### config.mk
export PLATFORM = sky130hd
export DESIGN_NAME = shram_window_port
export DESIGN_NICKNAME = d
export VERILOG_FILES = /design/src/rtl/shram_pkg.sv /design/src/rtl/shram_ctrl.sv /design/src/rtl/shram_dp.sv /design/src/rtl/shram_window_port.sv
export SDC_FILE = /design/constraint.sdc
export NUM_CORES = 1
export LEC_CHECK = 0
export BUFFER_PORTS_ARGS = -buffer_cell sky130_fd_sc_hd__buf_2
export CAP_MARGIN = 20
export CORE_UTILIZATION = 55
export CTS_CLUSTER_DIAMETER = 50
export DETAILED_ROUTE_END_ITERATION = 8
export PLACE_DENSITY = 0.88
export SLEW_MARGIN = 10
export SYNTH_ARGS = -nofsm -noshare
export SYNTH_HDL_FRONTEND = slang
export SYNTH_SLANG_ARGS = --single-unit
### constraint.sdc
create_clock -name clk -period 4.5 [get_ports clk]
set_input_delay 0.45 -clock clk [delete_from_list [all_inputs] [get_ports clk]]
set_output_delay 0.45 -clock clk [all_outputs]
set_load 0.01 [all_outputs]
### src/rtl/shram_pkg.sv
package shram_pkg;
  typedef enum logic [1:0] {
    REG_PTR_LO = 2'd0,
    REG_PTR_HI = 2'd1,
    REG_DATA   = 2'd2,
    REG_CTRL   = 2'd3
  } regSel_e;

  localparam int BIT_RUN   = 0;
  localparam int BIT_AUTO  = 1;
  localparam int BIT_BYP   = 2;
  localparam int BIT_BELL  = 3;
  localparam int BIT_FLAG0 = 4;
  localparam int BIT_FLAG1 = 5;
  localparam int CTRL_USED = 6;

  typedef struct packed {
    logic    loadLo;
    logic    loadHi;
    logic    dataAcc;
    logic    dataWr;
    logic    rdReq;
    regSel_e rdSel;
  } dpStrobe_t;
endpackage

### src/rtl/shram_ctrl.sv
module shram_ctrl
  import shram_pkg::*;
#(
  parameter int DATA_W = 8
) (
  input  logic                 clk,
  input  logic                 rstN,
  input  logic                 hostSel,
  input  logic                 hostWe,
  input  logic [1:0]           hostReg,
  input  logic [CTRL_USED-1:0] ctrlWdata,
  input  logic                 doorbellAck,
  input  logic                 setInt0,
  input  logic                 setInt1,
  output dpStrobe_t            stb,
  output logic [DATA_W-1:0]    ctrlByte,
  output logic                 runOn,
  output logic                 autoOn,
  output logic                 bypassOn,
  output logic                 bellOn,
  output logic                 flag0,
  output logic                 flag1
);
  regSel_e selReg;
  logic    ctrlWr;

  assign selReg = regSel_e'(hostReg);
  assign ctrlWr = hostSel && hostWe && (selReg == REG_CTRL);

  always_comb begin
    stb.loadLo  = hostSel && hostWe && (selReg == REG_PTR_LO);
    stb.loadHi  = hostSel && hostWe && (selReg == REG_PTR_HI);
    stb.dataAcc = hostSel && (selReg == REG_DATA);
    stb.dataWr  = hostSel && hostWe && (selReg == REG_DATA);
    stb.rdReq   = hostSel && !hostWe;
    stb.rdSel   = selReg;
  end

  // control levels follow the written bits
  always_ff @(posedge clk or negedge rstN) begin
    if (!rstN) begin
      runOn    <= 1'b0;
      autoOn   <= 1'b0;
      bypassOn <= 1'b0;
    end else if (ctrlWr) begin
      runOn    <= ctrlWdata[BIT_RUN];
      autoOn   <= ctrlWdata[BIT_AUTO];
      bypassOn <= ctrlWdata[BIT_BYP];
    end
  end

  // doorbell: host set beats coprocessor acknowledge
  always_ff @(posedge clk or negedge rstN) begin
    if (!rstN)                            bellOn <= 1'b0;
    else if (ctrlWr && ctrlWdata[BIT_BELL]) bellOn <= 1'b1;
    else if (doorbellAck)                 bellOn <= 1'b0;
  end

  // host flags: set strobe beats write-one-to-clear
  always_ff @(posedge clk or negedge rstN) begin
    if (!rstN) begin
      flag0 <= 1'b0;
      flag1 <= 1'b0;
    end else begin
      if (setInt0)                              flag0 <= 1'b1;
      else if (ctrlWr && ctrlWdata[BIT_FLAG0])  flag0 <= 1'b0;
      if (setInt1)                              flag1 <= 1'b1;
      else if (ctrlWr && ctrlWdata[BIT_FLAG1])  flag1 <= 1'b0;
    end
  end

  always_comb begin
    ctrlByte            = '0;
    ctrlByte[BIT_RUN]   = runOn;
    ctrlByte[BIT_AUTO]  = autoOn;
    ctrlByte[BIT_BYP]   = bypassOn;
    ctrlByte[BIT_BELL]  = bellOn;
    ctrlByte[BIT_FLAG0] = flag0;
    ctrlByte[BIT_FLAG1] = flag1;
  end
endmodule

### src/rtl/shram_dp.sv
module shram_dp
  import shram_pkg::*;
#(
  parameter int ADDR_W = 16,
  parameter int DATA_W = 8
) (
  input  logic              clk,
  input  logic              rstN,
  input  dpStrobe_t         stb,
  input  logic              autoOn,
  input  logic [DATA_W-1:0] ctrlByte,
  input  logic [DATA_W-1:0] hostWdata,
  input  logic [DATA_W-1:0] ramRdata,
  output logic [ADDR_W-1:0] ramAddr,
  output logic              ramEn,
  output logic              ramWe,
  output logic [DATA_W-1:0] ramWdata,
  output logic [DATA_W-1:0] hostRdata,
  output logic              hostRvalid
);
  localparam int HI_W = ADDR_W - DATA_W;

  logic [ADDR_W-1:0] ptr;
  logic [DATA_W-1:0] rdHold;
  logic              rdFromRam;

  always_ff @(posedge clk or negedge rstN) begin
    if (!rstN)                       ptr <= '0;
    else if (stb.loadLo)             ptr[DATA_W-1:0] <= hostWdata;
    else if (stb.loadHi)             ptr[ADDR_W-1:DATA_W] <= hostWdata[HI_W-1:0];
    else if (stb.dataAcc && autoOn)  ptr <= ptr + 1'b1;
  end

  always_ff @(posedge clk or negedge rstN) begin
    if (!rstN) begin
      hostRvalid <= 1'b0;
      rdFromRam  <= 1'b0;
      rdHold     <= '0;
    end else begin
      hostRvalid <= stb.rdReq;
      rdFromRam  <= stb.rdReq && (stb.rdSel == REG_DATA);
      if (stb.rdReq) begin
        case (stb.rdSel)
          REG_PTR_LO: rdHold <= ptr[DATA_W-1:0];
          REG_PTR_HI: rdHold <= DATA_W'(ptr[ADDR_W-1:DATA_W]);
          REG_CTRL:   rdHold <= ctrlByte;
          default:    rdHold <= '0;
        endcase
      end
    end
  end

  assign ramAddr   = ptr;
  assign ramEn     = stb.dataAcc;
  assign ramWe     = stb.dataWr;
  assign ramWdata  = hostWdata;
  assign hostRdata = rdFromRam ? ramRdata : rdHold;
endmodule

### src/rtl/shram_window_port.sv
module shram_window_port
  import shram_pkg::*;
#(
  parameter int ADDR_W = 16,
  parameter int DATA_W = 8
) (
  input  logic              clk,
  input  logic              rstN,
  input  logic              hostSel,
  input  logic              hostWe,
  input  logic [1:0]        hostReg,
  input  logic [DATA_W-1:0] hostWdata,
  output logic [DATA_W-1:0] hostRdata,
  output logic              hostRvalid,
  output logic              hostIrq,
  output logic [ADDR_W-1:0] ramAddr,
  output logic              ramEn,
  output logic              ramWe,
  output logic [DATA_W-1:0] ramWdata,
  input  logic [DATA_W-1:0] ramRdata,
  output logic              runOut,
  output logic              bypassOut,
  output logic              doorbell,
  input  logic              doorbellAck,
  input  logic              setInt0,
  input  logic              setInt1
);
  dpStrobe_t         stb;
  logic [DATA_W-1:0] ctrlByte;
  logic              autoOn;
  logic              flag0;
  logic              flag1;

  shram_ctrl #(.DATA_W(DATA_W)) ctrl_i (
    .clk        (clk),
    .rstN       (rstN),
    .hostSel    (hostSel),
    .hostWe     (hostWe),
    .hostReg    (hostReg),
    .ctrlWdata  (hostWdata[CTRL_USED-1:0]),
    .doorbellAck(doorbellAck),
    .setInt0    (setInt0),
    .setInt1    (setInt1),
    .stb        (stb),
    .ctrlByte   (ctrlByte),
    .runOn      (runOut),
    .autoOn     (autoOn),
    .bypassOn   (bypassOut),
    .bellOn     (doorbell),
    .flag0      (flag0),
    .flag1      (flag1)
  );

  shram_dp #(.ADDR_W(ADDR_W), .DATA_W(DATA_W)) dp_i (
    .clk       (clk),
    .rstN      (rstN),
    .stb       (stb),
    .autoOn    (autoOn),
    .ctrlByte  (ctrlByte),
    .hostWdata (hostWdata),
    .ramRdata  (ramRdata),
    .ramAddr   (ramAddr),
    .ramEn     (ramEn),
    .ramWe     (ramWe),
    .ramWdata  (ramWdata),
    .hostRdata (hostRdata),
    .hostRvalid(hostRvalid)
  );

  assign hostIrq = flag0 | flag1;
endmodule

==> flow_summary.json, run 1 <==
{
  "status": "completed",
  "max_freq_mhz": 550,
  "ant_nets": 0,
  "start_kind": "flop",
  "place.gp.congestion": 0.932,
  "ys_seq_area_share_pct": 37.0,
  "finalCritPeriodShare_pct": 40.4,
  "fp.dieW_microns": 64.7,
  "grt_max_degree": 33,
  "post-route-util_pct": 66.3,
  "worstReg2RegStart": "dp_i.ramAddr[0]",
  "drv_cap": 0,
  "wirelength_mm": 5.30,
  "worstMarginPinSlew_ns": 0.722,
  "via_count": 1921,
  "cp_cell_sequence": "ha_1 -> and4_2 -> nand4_1 -> a21oi_1 -> a2bb2oi_1",
  "power_frac_clock_pct": 23.0,
  "vias_per_cell": 6.02,
  "area_growth_pct": 13.8,
  "synth-edff-count": 0,
  "cp_max_fo": 7,
  "swShare_pct": 39.0,
  "cts_tree": "yes",
  "stdcell_area_sq_um": 2460,
  "maxSlewHeadroom_pct": 51.9,
  "ios": 64,
  "synth.distinct_cells": 51,
  "critical_path_class": "flop to flop",
  "numCtsBuffers": 5,
  "gr-total-overflow": 0,
  "cts_max_level": 2,
  "drt_iter0_markers": 155,
  "portBuffers": 63,
  "critPathCapture": "dp_i.ramAddr[12]",
  "ir_drop_v": 0.000174,
  "reg2reg_slack_ns": 2.68,
  "multi_input_area_sq_um": 1170,
  "grt_pass1_vias": 1830,
  "pwr_density_cell_nw_per_um2": 400,
  "p_int_uw": 600,
  "slowest_stage": "dfrtp_1",
  "cellLeakagePower_nw": 1.13,
  "hold_class": "input port to asynchronous set/reset pin",
  "drv_slew": 0,
  "die_area_sq_um": 4190,
  "p_comb_share_pct": 30.9,
  "worstSkewPairLatency_ns": 0.28,
  "cp.arrival_ns": 2.02,
  "synthCells": 224,
  "synth.net_count": 250,
  "nets": 296,
  "ys_ff_latch": 32,
  "cts_root_buf": "clkbuf_8",
  "drcViolationCount": 0,
  "clk_pin_slew_worst_paths_ns": 0.07,
  "power_uw": 984,
  "final_layout_size_suffix_gt1_share_pct": 38.0,
  "worst_clock_skew_ns": 0.00596,
  "cp_data_required_time_ns": 4.70,
  "finalHoldViolations": 0,
  "detailed_place_hpwl_mm": 3.92,
  "dr.pass1.iters": 4,
  "routedWlPerCell_microns": 16.6,
  "finalSetupTns_ns": 0,
  "die_h_microns": 64.7,
  "initial_core_util_pct": 58.2,
  "coreArea_sq_um": 3720,
  "p_switching_uw": 384,
  "sequentialPowerShare_pct": 46.1,
  "cts_sinks": 32,
  "regArea_sq_um": 801,
  "worstSetupStartpoint": "dp_i.ramAddr[0]",
  "grt_pass1_wl_mm": 8.86,
  "fill_cells": 322,
  "ctsResizeCount": 0,
  "setup_viol": 0,
  "hold_slack_ns": 0.223,
  "max_stage_delay_ns": 0.54,
  "ctsHoldBuffers": 0,
  "postCtsSetupRepairBufs": 0,
  "antenna_cells": 0,
  "cp-end-kind": "flop",
  "timing.rr.end": "dp_i.ramAddr[12]",
  "grt_antenna_before_repair": 0,
  "yosysWarnings": 0,
  "num_rows": 22,
  "synth_flop_cell": "dfrtp_1",
  "place_area_sq_um": 2370,
  "grt_usage_pct": 27.9,
  "netlist_area_sq_um": 2160,
  "clk_path_buf_depth": 2,
  "synthArstFlopShare_pct": 100,
  "reg2reg_depth": 5,
  "avgSynthCellArea_sq_um": 9.66,
  "fin_crit_ns": 1.82,
  "rsz0062_at_grt": "no"
}
-- per-stage QoR --
stage          instances  setup WS (ns)
2_1_floorplan        224           2.95
3_3_place_gp         311           2.74
3_5_place_dp         311           2.72
4_1_cts              319           2.72
5_1_grt              319           2.60
6_report             319           2.68
-- cells in the mapped netlist (3+ instances only) --
library cell / instances / area share [%]
o31ai_1: 4 / 1.4
a21oi_1: 19 / 4.4
buf_6: 3 / 1.6
dfrtp_1: 32 / 37
a311oi_1: 3 / 1.2
a22oi_1: 7 / 2.4
clkbuf_1: 3 / 0.52
o21ai_1: 3 / 0.69
nand4_1: 4 / 1.2
inv_1: 6 / 1.0
nand2_1: 30 / 5.2
nand3_1: 3 / 0.69
o21ai_0: 12 / 2.8
and3_1: 3 / 0.87
nor2_1: 7 / 1.2
mux2_2: 12 / 6.2
buf_4: 13 / 4.5
nor4_2: 3 / 1.7
buf_2: 5 / 1.2
a21o_1: 3 / 1.0
o22ai_1: 5 / 1.4
a41o_1: 3 / 1.4
-- metal layers --
metal,global-route usage [%],wire length (microns)
met1,36.2,2260
met2,46.2,2600
met3,6.51,353
met4,7.50,88
met5,0,0
-- cell usage in the layout, fill, tap and decap left out, types with 3 or more instances in the layout --
| master | instances |
|---|---|
| o31ai_1 | 4 |
| a21o_1 | 3 |
| clkbuf_8 | 6 |
| nand3_1 | 3 |
| a311oi_1 | 3 |
| nand4_1 | 4 |
| dfrtp_1 | 32 |
| o22ai_1 | 5 |
| mux2_2 | 12 |
| nor4_2 | 3 |
| o21ai_0 | 12 |
| a41o_1 | 3 |
| and3_1 | 3 |
| o21ai_1 | 3 |
| a21oi_1 | 19 |
| a22oi_1 | 7 |
| inv_1 | 6 |
| buf_2 | 63 |
| nand2_1 | 30 |
| nor2_1 | 7 |
-- power by group through the flow --
stage	clock, mW	sequential, mW	combinational (mW)
6_report	0.227	0.454	0.304
5_1_grt	0.244	0.462	0.339
4_1_cts	0.226	0.453	0.305
3_5_place_dp	0	0.458	0.303
3_3_place_gp	0	0.454	0.293
2_1_floorplan	0	0.427	0.216
-- flip-flops by register name, indices dropped and copies added, names as in the netlist --
name and flops:
dp_i.hostRvalid 1, ctrl_i.bypassOn 1, ctrl_i.autoOn 1, ctrl_i.flag1 1, ctrl_i.bellOn 1, dp_i.rdFromRam 1, dp_i.ramAddr 16, ctrl_i.runOn 1
ctrl_i.flag0 1, dp_i.rdHold 8
-- area by class of cell --
class	instances	area share (%)
Clock buffer	8	3.66
Inverter	6	0.915
Multi-Input combinational cell	162	47.7
Sequential cell	32	32.5
Tap cell	48	2.44
Timing Repair Buffer	63	12.8
-- cells by family (layout without fill, tap and decap cells) --
family | count (synthesis) | after routing | share of synthesized area [%]
simple gates | 77 | 77 | 24.9
compound gates | 70 | 70 | 21.6
flops | 32 | 32 | 37.0
buf+inv | 30 | 77 | 8.79
mux | 14 | 14 | 7.17
fa+ha+maj | 1 | 1 | 0.578
-- how the worst min path moves through the flow --
stage / start / endpoint / slack [ns]
finish: rstN / ctrl_i.autoOn / 0.22
global route: rstN / dp_i.rdFromRam / 0.27
CTS: rstN / dp_i.ramAddr[5] / 0.24
detailed placement: dp_i.rdHold[6] / dp_i.rdHold[6] / 0.47
global placement: dp_i.rdHold[2] / dp_i.rdHold[2] / 0.46
floorplan: rstN / ctrl_i.autoOn / 0.15
-- critical path: cells and delay by family, from the launching register on --
family,cells,cell delay [ns]
AOI/OAI and AO/OA,2,0.35
adders and majority gates,1,0.34
DFF,1,0.54
and+or+nand+nor,2,0.51
(Power assumes the default switching activity.)
==> run 2: changes to the inputs <==
--- a/config.mk
+++ b/config.mk
@@ -7,10 +7,10 @@
 export LEC_CHECK = 0
 export BUFFER_PORTS_ARGS = -buffer_cell sky130_fd_sc_hd__buf_2
 export CAP_MARGIN = 20
-export CORE_UTILIZATION = 55
+export CORE_UTILIZATION = 47
 export CTS_CLUSTER_DIAMETER = 50
 export DETAILED_ROUTE_END_ITERATION = 8
-export PLACE_DENSITY = 0.88
+export PLACE_DENSITY = 0.81
 export SLEW_MARGIN = 10
 export SYNTH_ARGS = -nofsm -noshare
 export SYNTH_HDL_FRONTEND = slang
==> constraint.sdc (replaced) <==
create_clock -name clk -period 1.58 [get_ports clk]
set_input_delay 0.158 -clock clk [delete_from_list [all_inputs] [get_ports clk]]
set_output_delay 0.158 -clock clk [all_outputs]
set_load 0.01 [all_outputs]
==> flow_summary.json, run 2 (same netlist as run 1, synthesis figures left out) <==
{
  "status": "completed",
  "grt_pass1_vias": 1823,
  "cts_max_level": 2,
  "worstMarginPinSlew_ns": 0.723,
  "gr-total-overflow": 0,
  "grt_usage_pct": 25.1,
  "reg2reg_slack_ns": 0.10,
  "worstSetupStartpoint": "dp_i.rdFromRam",
  "cts_sinks": 32,
  "grt_pass1_wl_mm": 9.58,
  "fin_crit_ns": 1.48,
  "p_switching_mw": 1.16,
  "finalHoldViolations": 0,
  "drv_slew": 0,
  "pwr_density_cell_nw_per_um2": 1190,
  "finalCritPeriodShare_pct": 93.5,
  "cp.arrival_ns": 1.32,
  "final_layout_size_suffix_gt1_share_pct": 41.7,
  "final_cell_mix": "buf_2 (63), dfrtp_1 (31), nand2_1 (30)",
  "area_growth_pct": 19.4,
  "setup_viol": 0,
  "final_common_cell": "buf_2",
  "cellLeakagePower_nw": 1.19,
  "power_mw": 3.07,
  "cp_data_required_time_ns": 1.42,
  "sequentialPowerShare_pct": 39.9,
  "coreArea_sq_um": 4380,
  "ant_nets": 0,
  "largest_register_ffs": 16,
  "start_kind": "flop",
  "critPathCapture": "hostRdata[1]",
  "regArea_sq_um": 802,
  "postCtsSetupRepairBufs": 0,
  "use_met3_pct": 4.18,
  "fp.dieW_microns": 69.9,
  "cp-end-kind": "output port",
  "maxSlewHeadroom_pct": 51.8,
  "place.gp.congestion": 0.955,
  "swShare_pct": 37.8,
  "detailed_place_hpwl_mm": 4.18,
  "grtUsageMet2_pct": 39.1,
  "nets": 308,
  "worstSkewPairLatency_ns": 0.30,
  "vias_per_cell": 5.82,
  "p_comb_share_pct": 34.2,
  "grt_max_degree": 33,
  "reg2reg_depth": 4,
  "worst_clock_skew_ns": 0.00764,
  "drt_iter0_markers": 180,
  "drcViolationCount": 0,
  "drv_cap": 0,
  "dr.pass1.iters": 4,
  "cts_tree": "yes",
  "wirelength_mm": 5.68,
  "ios": 64,
  "num_rows": 24,
  "critical_path_class": "flop to output port",
  "antenna_cells": 0,
  "grt_antenna_before_repair": 0,
  "power_frac_clock_pct": 25.9,
  "die_area_sq_um": 4880,
  "clk_path_buf_depth": 2,
  "busiest_layer": "met2",
  "hp-start": "setInt0",
  "numCtsBuffers": 5,
  "p_int_mw": 1.91,
  "fill_cells": 386,
  "max_freq_mhz": 677,
  "worstReg2RegStart": "dp_i.ramAddr[2]",
  "multi_input_area_sq_um": 1180,
  "portBuffers": 63,
  "clk_pin_slew_worst_paths_ns": 0.07,
  "routedWlPerCell_microns": 17.0,
  "cts_root_buf": "clkbuf_8",
  "cp_max_fo": 8,
  "rsz0062_at_grt": "no",
  "ir_drop_v": 0.000544,
  "die_h_microns": 69.9,
  "via_count": 1949,
  "initial_core_util_pct": 49.4,
  "finalSetupTns_ns": 0,
  "timing.rr.end": "dp_i.ramAddr[7]",
  "hold_class": "input port to flop",
  "grt_use_met1_pct": 34.8
}
## run 2: what timing repair did
action	in CTS	in global routing
hold buffers	1	0
endpoints found under the hold margin	32	0
endpoints found under the setup margin	0	1
gates resized for setup	0	2
## run 2: per-stage QoR
step / util [%] / hold WS, ns / std cells / setup slack (ns) / cell area [sq um]
floorplan: - / -0.138 / 224 / 0.0259 / 2160
global placement: 56.1 / 0.257 / 326 / 0.135 / 2460
detailed placement: 56.1 / 0.258 / 326 / 0.136 / 2460
CTS: 58.9 / 0.0420 / 335 / 0.0809 / 2580
global route: 59.0 / 0.0447 / 335 / 0.00997 / 2580
finish: 59.0 / 0.0409 / 335 / 0.102 / 2580
## run 2: worst min-delay path by stage
stage,end,slack [ns],depth (start not counted)
floorplan,ctrl_i.autoOn,-0.14,0
global placement,dp_i.rdFromRam,0.26,1
detailed placement,dp_i.rdFromRam,0.26,1
CTS,ctrl_i.flag1,0.04,2
global route,ctrl_i.flag0,0.04,2
finish,ctrl_i.flag0,0.04,2
## run 2: layout make-up
| class | instances | area share (%) |
|---|---|---|
| timing repair buffer | 75 | 15.8 |
| clock inverter | 3 | 1.65 |
| tap | 52 | 2.52 |
| clock buffer | 5 | 2.66 |
| multi-input combinational | 162 | 45.5 |
| inverter | 6 | 0.871 |
| sequential | 32 | 31.0 |
## run 2: per-layer routing
metal,vias up,share of wire (%)
li1,939,-
met1,914,44
met2,85,46
met3,11,7.4
met4,0,1.9
met5,-,0
## run 2: power groups by stage
stage               combinational (mW)  sequential, mW  clock [mW]
finish                            1.05            1.23       0.797
global route                      1.16            1.26       0.838
CTS                               1.05            1.22       0.805
detailed placement                1.04            1.23           0
global placement                  1.02            1.22           0
floorplan                        0.615            1.22           0
## run 2: critical path: stages, from the launching register on
cell and delay [ns]:
dfrtp_1 0.51, mux2_2 0.37, buf_2 0.14
==> run 3: changes to the inputs <==
--- a/config.mk
+++ b/config.mk
@@ -7,10 +7,12 @@
 export LEC_CHECK = 0
 export BUFFER_PORTS_ARGS = -buffer_cell sky130_fd_sc_hd__buf_2
 export CAP_MARGIN = 20
+export CORE_MARGIN = 3
 export CORE_UTILIZATION = 47
 export CTS_CLUSTER_DIAMETER = 50
 export DETAILED_ROUTE_END_ITERATION = 8
 export PLACE_DENSITY = 0.81
+export SETUP_SLACK_MARGIN = 0.2
 export SLEW_MARGIN = 10
 export SYNTH_ARGS = -nofsm -noshare
 export SYNTH_HDL_FRONTEND = slang
==> flow_summary.json, run 3 (same netlist as run 1, synthesis figures left out) <==
{
  "final_common_cell": "buf_2",
  "initial_core_util_pct": 49.0,
  "final_cell_mix": "buf_2 (59), nand2_1 (30), dfrtp_1 (21)",
  "hold_class": "input port to flop",
  "final_layout_size_suffix_gt1_share_pct": 47.1,
  "worstSkewPairLatency_ns": 0.29,
  "cp_max_fo": 8,
  "hp-start": "doorbellAck",
  "power_mw": 3.22,
  "ant_nets": 0,
  "pwr_density_cell_nw_per_um2": 1170,
  "drv_slew": 0,
  "gr-total-overflow": 0,
  "largest_register_ffs": 16,
  "worstSetupStartpoint": "dp_i.rdFromRam",
  "grt_max_degree": 20,
  "max_freq_mhz": 700,
  "via_count": 2015,
  "detailed_place_hpwl_mm": 4.38,
  "grt_antenna_before_repair": 0,
  "die_h_microns": 73.9,
  "stdcell_area_sq_um": 2750,
  "cts_tree": "yes",
  "portBuffers": 63,
  "drt_iter0_markers": 241,
  "maxSlewHeadroom_pct": 66.7,
  "cp_data_required_time_ns": 1.42,
  "finalCritPeriodShare_pct": 90.4,
  "rsz0062_at_grt": "yes",
  "cts_max_level": 2,
  "ir_drop_v": 0.000542,
  "grt_pass1_vias": 1910,
  "place.gp.congestion": 0.930,
  "finalHoldViolations": 0,
  "drcViolationCount": 0,
  "clk_path_buf_depth": 2,
  "cp-end-kind": "output port",
  "setup_viol": 0,
  "start_kind": "flop",
  "place_area_sq_um": 2450,
  "fin_crit_ns": 1.43,
  "area_growth_pct": 26.8,
  "cp.arrival_ns": 1.27,
  "coreArea_sq_um": 4410,
  "worstMarginPinSlew_ns": 0.500,
  "drv_cap": 0,
  "vias_per_cell": 5.91,
  "cellLeakagePower_nw": 1.26,
  "grt_pass1_wl_mm": 9.59,
  "numCtsBuffers": 5,
  "dr.pass1.iters": 4,
  "clk_pin_slew_worst_paths_ns": 0.06,
  "ios": 64,
  "cts_sinks": 32,
  "grt_usage_pct": 23.5,
  "die_area_sq_um": 5460,
  "critical_path_class": "flop to output port",
  "fp.dieW_microns": 73.9,
  "cts_root_buf": "clkbuf_8",
  "status": "completed",
  "wirelength_mm": 6.11,
  "routedWlPerCell_microns": 17.9,
  "antenna_cells": 0,
  "worstReg2RegStart": "dp_i.ramAddr[1]",
  "nets": 314,
  "num_rows": 24,
  "worst_clock_skew_ns": 0.00408,
  "finalSetupTns_ns": 0
}
-- run 3: cell types whose count changed in the layout (fill, tap and decap cells not counted), moves of 4 or more --
cell / delta
mux2_4: +4
mux2_2: -4
dfrtp_1: -10
buf_2: -4
dfrtp_2: +10
buf_6: +5
buf_4: +4
-- run 3: repair_timing --
item / in CTS / in global routing
hold buffers: 1 / 0
resized for setup: 13 / 15
pin swaps: 6 / 6
setup endpoints to repair: 18 / 23
hold endpoints to repair: 13 / 0
buffers inserted: 5 / 5
-- run 3: final cells by class --
| type | instances | area (sq um) |
|---|---|---|
| Timing Repair Buffer | 81 | 494 |
| Fill cell | 370 | 1670 |
| Sequential cell | 32 | 815 |
| Multi-Input combinational cell | 162 | 1260 |
| Tap cell | 52 | 65.1 |
| Clock buffer | 8 | 90.1 |
| Inverter | 6 | 22.5 |
-- run 3: where the power goes --
group / leakage, nW / switching (mW) / internal, mW
Clock: 0.0455 / 0.308 / 0.355
Sequential: 0.372 / 0.295 / 0.996
Combinational: 0.844 / 0.649 / 0.613
-- run 3: stage by stage --
stage,utilization [%],cells,worst slack [ns],hold slack [ns]
floorplan,-,224,0.187,-0.138
global placement,55.4,322,0.116,0.0747
detailed placement,55.4,322,0.0798,0.0766
CTS,59.3,336,0.169,0.0362
global route,62.2,341,0.0977,0.0268
finish,62.2,341,0.152,0.0379
-- run 3: layer usage --
metal | wire length, microns | vias to the layer above | global-route usage (%)
met3 | 474 | 19 | 5.34
met2 | 2890 | 87 | 36.8
met4 | 199 | 0 | 8.65
li1 | - | 953 | -
met5 | 0 | - | 0
met1 | 2540 | 956 | 31.6
-- run 3: final timing paths --
path                                        end  slack (ns)  cells after the start
max in group asynchronous       dp_i.ramAddr[4]        0.70                      3
worst min-delay path              ctrl_i.bellOn        0.04                      2
worst max register to register  dp_i.ramAddr[6]        0.16                      5
min in group asynchronous        dp_i.rdFromRam        0.31                      2
worst max-delay path               hostRdata[4]        0.15                      2
worst min register to register   dp_i.rdHold[4]        0.48                      2
-- run 3: critical path, cell delays in order, from the launching register on --
cell     delay (ns)
dfrtp_2        0.48
mux2_2         0.36
buf_2          0.14
